## config.mk

```make
export PLATFORM = sky130hd
export DESIGN_NAME = cfi_probe_top
export DESIGN_NICKNAME = d
export VERILOG_FILES = /design/src/rtl/cfi_probe_pkg.sv /design/src/rtl/cfi_probe_ctrl.sv /design/src/rtl/cfi_probe_dp.sv /design/src/rtl/cfi_probe_top.sv
export SDC_FILE = /design/constraint.sdc
export NUM_CORES = 2
export LEC_CHECK = 0
export BUFFER_PORTS_ARGS = -buffer_cell sky130_fd_sc_hd__buf_4
export CAP_MARGIN = 20
export CORE_UTILIZATION = 56
export DETAILED_ROUTE_END_ITERATION = 6
export GPL_ROUTABILITY_DRIVEN = 1
export HOLD_SLACK_MARGIN = 0.15
export PLACE_DENSITY = 0.78
export SKIP_LAST_GASP = 1
export SYNTH_ARGS = -nofsm -noshare
export SYNTH_HDL_FRONTEND = slang
export SYNTH_SLANG_ARGS = --single-unit
```

## constraint.sdc

```tcl
create_clock -name clk -period 6.9 [get_ports clk]
set_input_delay 1.035 -clock clk [delete_from_list [all_inputs] [get_ports clk]]
set_output_delay 1.035 -clock clk [all_outputs]
set_load 0.05 [all_outputs]
```

## src/rtl/cfi_probe_pkg.sv

```systemverilog
package cfi_probe_pkg;

  // number of fixed (non-region) query reads, in issue order
  localparam int FIX_STEPS = 11;

  typedef enum logic [3:0] {
    S_IDLE,
    S_WR_RST,
    S_WR_QRY,
    S_RD_REQ,
    S_RD_CAP,
    S_RGN_CHK,
    S_EXIT_A,
    S_EXIT_B,
    S_DONE
  } ctlState_t;

  // strobes from control to datapath
  typedef struct packed {
    logic       clear;    // wipe results for a new probe
    logic       capEn;    // read data is on the bus this cycle
    logic       isRgn;    // byte belongs to a region descriptor
    logic [3:0] fixStep;  // which fixed field (when !isRgn)
    logic [7:0] rgn;      // region index (when isRgn)
    logic [1:0] byteK;    // byte within descriptor (when isRgn)
  } dpStrobe_t;

  // query offset for each fixed step
  function automatic logic [7:0] fixOffset(input logic [3:0] s);
    case (s)
      4'd0:    fixOffset = 8'h10;
      4'd1:    fixOffset = 8'h11;
      4'd2:    fixOffset = 8'h12;
      4'd3:    fixOffset = 8'h13;
      4'd4:    fixOffset = 8'h14;
      4'd5:    fixOffset = 8'h1F;
      4'd6:    fixOffset = 8'h23;
      4'd7:    fixOffset = 8'h21;
      4'd8:    fixOffset = 8'h25;
      4'd9:    fixOffset = 8'h27;
      default: fixOffset = 8'h2C;
    endcase
  endfunction

  // signature byte expected at steps 0..2
  function automatic logic [7:0] sigChar(input logic [3:0] s);
    case (s)
      4'd0:    sigChar = 8'h51;
      4'd1:    sigChar = 8'h52;
      default: sigChar = 8'h59;
    endcase
  endfunction

endpackage

```

## src/rtl/cfi_probe_ctrl.sv

```systemverilog
module cfi_probe_ctrl
  import cfi_probe_pkg::*;
#(
  parameter int ADDR_W = 24
) (
  input  logic              clk,
  input  logic              rstN,
  input  logic              start,
  input  logic              is16Bit,
  input  logic              sigMiss,
  input  logic [15:0]       cmdSet,
  input  logic [7:0]        rgnCount,
  output dpStrobe_t         stb,
  output logic [ADDR_W-1:0] busAddr,
  output logic              busWrEn,
  output logic [7:0]        busWrData,
  output logic              busRdEn,
  output logic              done,
  output logic              devValid
);

  localparam int OFF_W = 12;
  localparam logic [3:0] LAST_FIX = 4'(FIX_STEPS - 1);

  ctlState_t        state;
  logic [3:0]       step;
  logic [7:0]       rgnI;
  logic [1:0]       byteK;
  logic             inRgn;
  logic             mode16;
  logic             validQ;
  logic [OFF_W-1:0] cmdOff;
  logic [7:0]       wrByte;

  always_comb begin
    stb     = '0;
    busWrEn = 1'b0;
    busRdEn = 1'b0;
    cmdOff  = '0;
    wrByte  = '0;
    done    = 1'b0;
    case (state)
      S_IDLE:   stb.clear = start;
      S_WR_RST: begin busWrEn = 1'b1; wrByte = 8'hF0; end
      S_WR_QRY: begin busWrEn = 1'b1; cmdOff = 12'h055; wrByte = 8'h98; end
      S_RD_REQ: begin
        busRdEn = 1'b1;
        if (inRgn) cmdOff = 12'h02D + {2'b00, rgnI, 2'b00} + {10'd0, byteK};
        else       cmdOff = {4'h0, fixOffset(step)};
      end
      S_RD_CAP: begin
        stb.capEn   = 1'b1;
        stb.isRgn   = inRgn;
        stb.fixStep = step;
        stb.rgn     = rgnI;
        stb.byteK   = byteK;
      end
      S_EXIT_A: begin busWrEn = 1'b1; wrByte = 8'hF0; end
      S_EXIT_B: begin busWrEn = 1'b1; wrByte = 8'hFF; end
      S_DONE:   done = 1'b1;
      default:  ;
    endcase
  end

  assign busAddr   = ADDR_W'(cmdOff) << mode16;
  assign busWrData = wrByte;
  assign devValid  = validQ;

  always_ff @(posedge clk or negedge rstN) begin
    if (!rstN) begin
      state  <= S_IDLE;
      step   <= '0;
      rgnI   <= '0;
      byteK  <= '0;
      inRgn  <= 1'b0;
      mode16 <= 1'b0;
      validQ <= 1'b0;
    end else begin
      case (state)
        S_IDLE: if (start) begin
          mode16 <= is16Bit;
          validQ <= 1'b0;
          step   <= '0;
          rgnI   <= '0;
          byteK  <= '0;
          inRgn  <= 1'b0;
          state  <= S_WR_RST;
        end
        S_WR_RST: state <= S_WR_QRY;
        S_WR_QRY: state <= S_RD_REQ;
        S_RD_REQ: state <= S_RD_CAP;
        S_RD_CAP: begin
          if (!inRgn) begin
            if (sigMiss) begin
              validQ <= 1'b0;
              state  <= S_DONE;
            end else if (step == LAST_FIX) begin
              inRgn <= 1'b1;
              rgnI  <= '0;
              byteK <= '0;
              state <= S_RGN_CHK;
            end else begin
              step  <= step + 4'd1;
              state <= S_RD_REQ;
            end
          end else if (byteK == 2'd3) begin
            byteK <= '0;
            rgnI  <= rgnI + 8'd1;
            state <= S_RGN_CHK;
          end else begin
            byteK <= byteK + 2'd1;
            state <= S_RD_REQ;
          end
        end
        S_RGN_CHK: begin
          if (rgnI < rgnCount) state <= S_RD_REQ;
          else if (cmdSet == 16'd2) state <= S_EXIT_A;
          else if (cmdSet == 16'd1 || cmdSet == 16'd3) state <= S_EXIT_B;
          else begin
            validQ <= 1'b1;
            state  <= S_DONE;
          end
        end
        S_EXIT_A: state <= S_EXIT_B;
        S_EXIT_B: begin
          validQ <= 1'b1;
          state  <= S_DONE;
        end
        S_DONE:  state <= S_IDLE;
        default: state <= S_IDLE;
      endcase
    end
  end

endmodule

```

## src/rtl/cfi_probe_dp.sv

```systemverilog
module cfi_probe_dp
  import cfi_probe_pkg::*;
#(
  parameter int MAX_RGN    = 8,
  parameter int CNT_W      = 40,
  parameter int OFFS_W     = 32,
  parameter int CLK_PER_US = 100,
  parameter int CLK_PER_MS = 100000
) (
  input  logic              clk,
  input  logic              rstN,
  input  dpStrobe_t         stb,
  input  logic [7:0]        rdData,
  output logic              sigMiss,
  output logic [15:0]       cmdSet,
  output logic [7:0]        rgnCount,
  output logic [CNT_W-1:0]  wrTimeout,
  output logic [CNT_W-1:0]  erTimeout,
  output logic [OFFS_W-1:0] devSize,
  input  logic [7:0]        rgnSel,
  output logic [OFFS_W-1:0] rgnStart,
  output logic [16:0]       rgnBlocks,
  output logic [23:0]       rgnBlkSize
);

  localparam int BLK_W  = 17;
  localparam int BSZ_W  = 24;
  localparam int SPAN_W = BLK_W + BSZ_W;
  localparam int RI_W   = (MAX_RGN > 1) ? $clog2(MAX_RGN) : 1;

  logic [7:0] bTypW, bMaxW, bTypE, bMaxE, sizeExp;
  logic [7:0] tmp0, tmp1, tmp2;
  logic [OFFS_W-1:0] runOff;

  logic [OFFS_W-1:0] startTab [MAX_RGN];
  logic [BLK_W-1:0]  blkTab   [MAX_RGN];
  logic [BSZ_W-1:0]  sizeTab  [MAX_RGN];

  // region descriptor decode, valid on the fourth byte
  logic [BLK_W-1:0]  blkCnt;
  logic [15:0]       szWord;
  logic [BSZ_W-1:0]  blkSize;
  logic [SPAN_W-1:0] span;
  logic              commit;

  assign blkCnt  = {1'b0, tmp1, tmp0} + 17'd1;
  assign szWord  = {rdData, tmp2};
  assign blkSize = (szWord == 16'd0) ? 24'd128 : {szWord, 8'h00};
  assign span    = {{BSZ_W{1'b0}}, blkCnt} * {{BLK_W{1'b0}}, blkSize};
  assign commit  = stb.capEn && stb.isRgn && (stb.byteK == 2'd3);

  assign sigMiss = stb.capEn && !stb.isRgn && (stb.fixStep < 4'd3) &&
                   (rdData != sigChar(stb.fixStep));

  always_ff @(posedge clk or negedge rstN) begin
    if (!rstN) begin
      cmdSet   <= '0;
      rgnCount <= '0;
      bTypW    <= '0;
      bMaxW    <= '0;
      bTypE    <= '0;
      bMaxE    <= '0;
      sizeExp  <= '0;
      tmp0     <= '0;
      tmp1     <= '0;
      tmp2     <= '0;
      runOff   <= '0;
      for (int i = 0; i < MAX_RGN; i++) begin
        startTab[i] <= '0;
        blkTab[i]   <= '0;
        sizeTab[i]  <= '0;
      end
    end else if (stb.clear) begin
      cmdSet   <= '0;
      rgnCount <= '0;
      bTypW    <= '0;
      bMaxW    <= '0;
      bTypE    <= '0;
      bMaxE    <= '0;
      sizeExp  <= '0;
      runOff   <= '0;
      for (int i = 0; i < MAX_RGN; i++) begin
        startTab[i] <= '0;
        blkTab[i]   <= '0;
        sizeTab[i]  <= '0;
      end
    end else if (stb.capEn) begin
      if (!stb.isRgn) begin
        case (stb.fixStep)
          4'd3:  cmdSet[7:0]  <= rdData;
          4'd4:  cmdSet[15:8] <= rdData;
          4'd5:  bTypW        <= rdData;
          4'd6:  bMaxW        <= rdData;
          4'd7:  bTypE        <= rdData;
          4'd8:  bMaxE        <= rdData;
          4'd9:  sizeExp      <= rdData;
          4'd10: rgnCount     <= (rdData > 8'(MAX_RGN)) ? 8'(MAX_RGN) : rdData;
          default: ;
        endcase
      end else begin
        case (stb.byteK)
          2'd0: tmp0 <= rdData;
          2'd1: tmp1 <= rdData;
          2'd2: tmp2 <= rdData;
          default: ;
        endcase
        if (commit) begin
          startTab[stb.rgn[RI_W-1:0]] <= runOff;
          blkTab[stb.rgn[RI_W-1:0]]   <= blkCnt;
          sizeTab[stb.rgn[RI_W-1:0]]  <= blkSize;
          runOff <= runOff + OFFS_W'(span);
        end
      end
    end
  end

  // base * 2^e, saturated to CNT_W bits
  function automatic logic [CNT_W-1:0] satPow(input logic [CNT_W-1:0] base,
                                              input logic [8:0] e);
    logic [2*CNT_W-1:0] wide;
    if (base == '0) begin
      satPow = '0;
    end else if (32'(e) >= CNT_W) begin
      satPow = '1;
    end else begin
      wide = {{CNT_W{1'b0}}, base} << e;
      satPow = (|wide[2*CNT_W-1:CNT_W]) ? '1 : wide[CNT_W-1:0];
    end
  endfunction

  assign wrTimeout = satPow(CNT_W'(CLK_PER_US), {1'b0, bTypW} + {1'b0, bMaxW});
  assign erTimeout = satPow(CNT_W'(CLK_PER_MS), {1'b0, bTypE} + {1'b0, bMaxE});
  assign devSize   = (32'(sizeExp) >= OFFS_W) ? '1 : (OFFS_W'(1) << sizeExp);

  // indexed read port
  always_comb begin
    rgnStart   = '0;
    rgnBlocks  = '0;
    rgnBlkSize = '0;
    if (rgnSel < rgnCount) begin
      rgnStart   = startTab[rgnSel[RI_W-1:0]];
      rgnBlocks  = blkTab[rgnSel[RI_W-1:0]];
      rgnBlkSize = sizeTab[rgnSel[RI_W-1:0]];
    end
  end

endmodule

```

## src/rtl/cfi_probe_top.sv

```systemverilog
module cfi_probe_top
  import cfi_probe_pkg::*;
#(
  parameter int ADDR_W     = 24,
  parameter int MAX_RGN    = 8,
  parameter int CNT_W      = 40,
  parameter int OFFS_W     = 32,
  parameter int CLK_PER_US = 100,
  parameter int CLK_PER_MS = 100000
) (
  input  logic              clk,
  input  logic              rstN,
  input  logic              start,
  input  logic              is16Bit,
  output logic [ADDR_W-1:0] busAddr,
  output logic              busWrEn,
  output logic [7:0]        busWrData,
  output logic              busRdEn,
  input  logic [7:0]        busRdData,
  output logic              done,
  output logic              devValid,
  output logic [15:0]       cmdSet,
  output logic [OFFS_W-1:0] devSize,
  output logic [7:0]        numRegions,
  output logic [CNT_W-1:0]  wrTimeoutCyc,
  output logic [CNT_W-1:0]  erTimeoutCyc,
  input  logic [7:0]        rgnSel,
  output logic [OFFS_W-1:0] rgnStart,
  output logic [16:0]       rgnBlocks,
  output logic [23:0]       rgnBlkSize
);

  dpStrobe_t stb;
  logic      sigMiss;

  cfi_probe_ctrl #(.ADDR_W(ADDR_W)) u_ctrl (
    .clk(clk), .rstN(rstN), .start(start), .is16Bit(is16Bit),
    .sigMiss(sigMiss), .cmdSet(cmdSet), .rgnCount(numRegions),
    .stb(stb), .busAddr(busAddr), .busWrEn(busWrEn), .busWrData(busWrData),
    .busRdEn(busRdEn), .done(done), .devValid(devValid)
  );

  cfi_probe_dp #(
    .MAX_RGN(MAX_RGN), .CNT_W(CNT_W), .OFFS_W(OFFS_W),
    .CLK_PER_US(CLK_PER_US), .CLK_PER_MS(CLK_PER_MS)
  ) u_dp (
    .clk(clk), .rstN(rstN), .stb(stb), .rdData(busRdData),
    .sigMiss(sigMiss), .cmdSet(cmdSet), .rgnCount(numRegions),
    .wrTimeout(wrTimeoutCyc), .erTimeout(erTimeoutCyc), .devSize(devSize),
    .rgnSel(rgnSel), .rgnStart(rgnStart), .rgnBlocks(rgnBlocks),
    .rgnBlkSize(rgnBlkSize)
  );

endmodule

```

==> metrics.txt <==
EDFF count, synth 0; post-synthesis sequential area ratio 0.380; average wire per standard cell 21.1 microns; Detailed Route Iter0 Violations 3,848; Congestion Overflow GR 0; # hold bufs at CTS 0; Ports 265; Crit Path Category reg2reg; Cell Area, Synth between 0.04 and 0.05 sq mm; final worst-path cycle share 0.971; setup slack at placement -308 ps; clock-pin slew on the worst setup and hold paths 60 ps; port buffer count 245; Max Slew Vio Count 0; Top Family by Delay on Critical Path adder cells; RSZ-0062 raised after global routing yes; Root Buffer Master clkbuf_16; Post-Route WL 116 mm; YS warnings 0; first-pass GRT wire length 185 mm; initial antenna violation count 3; post-DR vias/cell 6.11; CTS tree yes; GR Layer Usage met3 0.0662; post-DP HPWL 73.7 mm; met2 Usage GRT 0.514; worst r2r src u_dp.tmp0[0]; Async SR Flop Fraction 1.00; Finished Cell Area 0.0458 sq mm; routability cong. 0.922; worst hold path class in2async; Reg-to-Reg End u_dp.runOff[31]; largest area contributor in the synthesized netlist dfrtp_1; clock buffer depth 3; fin util 0.640; PwrDens between 400 and 500 mW/mm^2; core area 0.0715 sq mm; most frequent CP cell fa_1; Worst EP arrival 7170 ps; Max Clock Skew approximately 25 ps; R2R depth 25; via count 33,700; busiest grt layer met2; drc violations 0; Hold Vio Cnt, Final 0; Final Worst Setup Slack 198 ps; Nets a little under 5,000; Startpoint Class flop; vias in the first global route 33,500; row count 98; Pre-antenna DRT Iters 6; worst-skew pair later-pin latency between 600 and 700 ps; share of cells above drive strength 1 0.157; syn_area_per_cell 9.11 sq um; CP max FO 8; commonest cells after routing, fill and taps aside 886 x nand2_1, 609 x dfrtp_1, 372 x buf_4, 335 x inv_1, 331 x a21oi_1; largest cells by area after synthesis dfrtp_1 38%, fa_1 11%, nand2_1 8.3%, mux4_2 6.7%, a21oi_1 4.1%; Tmin final 6700 ps; slew margin rel. 0.229; worst path bufs/invs 4; Reg2Reg Setup Slack 200 ps; commonest non-fill, non-tap cell in the layout nand2_1; Final setup viols 0; ys flop type dfrtp_1; DP Cell Count 5,387; status complete, no violations; Yosys reg bits 614; Worst Max-Slew Pin Slew 1160 ps; GR Layer Usage met1 0.425; crit-path max cell delay 620 ps; CP endpoint kind flop; area grow syn2layout 13.1%; fmax 149 MHz; Die X-Extent 271 microns; top cell type's share of synthesized area 0.380; Starting Density 0.566; die area 0.0734 sq mm; TritonCTS Buffers 67; Global Route Usage Sum 0.320; post-route ant nets 0; Final TNS setup 0 ps; Max-cap violations 0; clock sinks 614; Gate Count Post-Synth 4,441; Filler Cells Inserted 5,561; Worst EP required between 7000 and 8000 ps; worst vdd ir between 0.8 and 0.9 mV; Post-Place Cell Area 0.0433 sq mm; Pleak between 20 and 25 nW; largest net degree at the start of global routing 196; final instance count without filler cells 5,521; slowest CP cell fa_1; H-tree depth 3; overall die height 271 microns; Cell variety after synth 76
sequential cells by signal, indices dropped and copies added, names as in the netlist, 16 cells and up:
name	cells
u_dp.cmdSet	16
u_dp.runOff	25
u_dp.startTab	208
u_dp.blkTab	136
u_dp.sizeTab	136
worst max-delay path by stage:
stage | cells past startpoint | end | startpoint
after global placement | 25 | u_dp.runOff[31] | busRdData[4]
after CTS | 26 | u_dp.runOff[31] | u_dp.tmp0[0]
after global routing | 27 | u_dp.runOff[30] | u_dp.tmp0[0]
final | 25 | u_dp.runOff[31] | u_dp.tmp0[0]
after detailed placement | 26 | u_dp.runOff[26] | busRdData[4]
after floorplan | 28 | u_dp.runOff[31] | busRdData[3]
synthesized netlist by cell type, types with 51 or more instances:
cell type,number
nand2_1,890
dfrtp_1,614
inv_1,335
a21oi_1,332
o21ai_0,289
clkbuf_1,276
nand3_1,256
fa_1,215
nor2_1,203
mux4_2,120
ha_1,110
mux2i_1,98
nor2b_1,74
and2_1,70
buf_1,52
xnor2_1,51
metrics by stage:
step	power, mW	hold WS [ps]
global route	20.9	503
detailed placement	15.3	473
CTS	19.2	487
finish	19.4	451
floorplan	11.8	454
global placement	15.1	466
layout make-up:
type	count	area, sq um	share of cell area
repair buffers	393	3150	0.0689
flip-flops and latches	614	15400	0.336
clock inverters	23	284	0.00621
multi-input cells	3109	22500	0.492
inverters	335	1260	0.0275
well taps	950	1190	0.0260
clock buffers	96	2000	0.0437
diodes	1	2.50	0.0000547
power breakdown:
part / internal (mW) / switching, mW
combinational: 5.06 / 6.85
sequential: 3.67 / 0.125
clock: 2.18 / 1.54
total: 10.9 / 8.51
repair_timing:
item / 4_1_cts / 5_1_grt
gates resized for setup: 3 / 17
setup buffers: 2 / 8
endpoints found under the setup margin: 3 / 5
gates cloned: 0 / 1
pin swaps: 1 / 4
cell families (layout without fill, tap and decap cells):
group	Yosys count	after routing	share of synthesized area
AO/OA/AOI/OAI	782	782	0.107
XOR/XNOR	87	87	0.0194
adder cells (fa/ha/maj)	325	325	0.140
buffers and inverters	736	847	0.0726
flip-flops	614	614	0.380
multiplexers	247	247	0.0991
other	1	20	0.0000926
AND/OR/NAND/NOR	1649	1649	0.182
routing by layer:
layer | part of all wire | routed length [microns] | up-vias
met3 | 0.092 | 10700 | 306
met2 | 0.48 | 56000 | 1729
met4 | 0.037 | 4300 | 2
li1 | - | - | 14800
met5 | 0.00011 | 13 | -
met1 | 0.39 | 45300 | 16900
worst register-to-register path: stages, from the launching register on:
cell,delay (ps)
dfrtp_2,400
ha_1,230
nand2_2,140
nor3_4,270
buf_4,160
nand3_1,110
xor2_2,210
buf_4,200
nor2b_1,80
fa_1,500
fa_1,620
fa_1,450
fa_1,460
fa_1,500
inv_1,50
fa_1,470
inv_1,60
ha_4,220
a21o_1,160
o21bai_1,160
and3_1,180
a221o_1,310
o31ai_2,230
a21oi_1,120
xnor3_1,200
o21ai_1,60
Note: power is estimated with default switching activity, not from simulation.
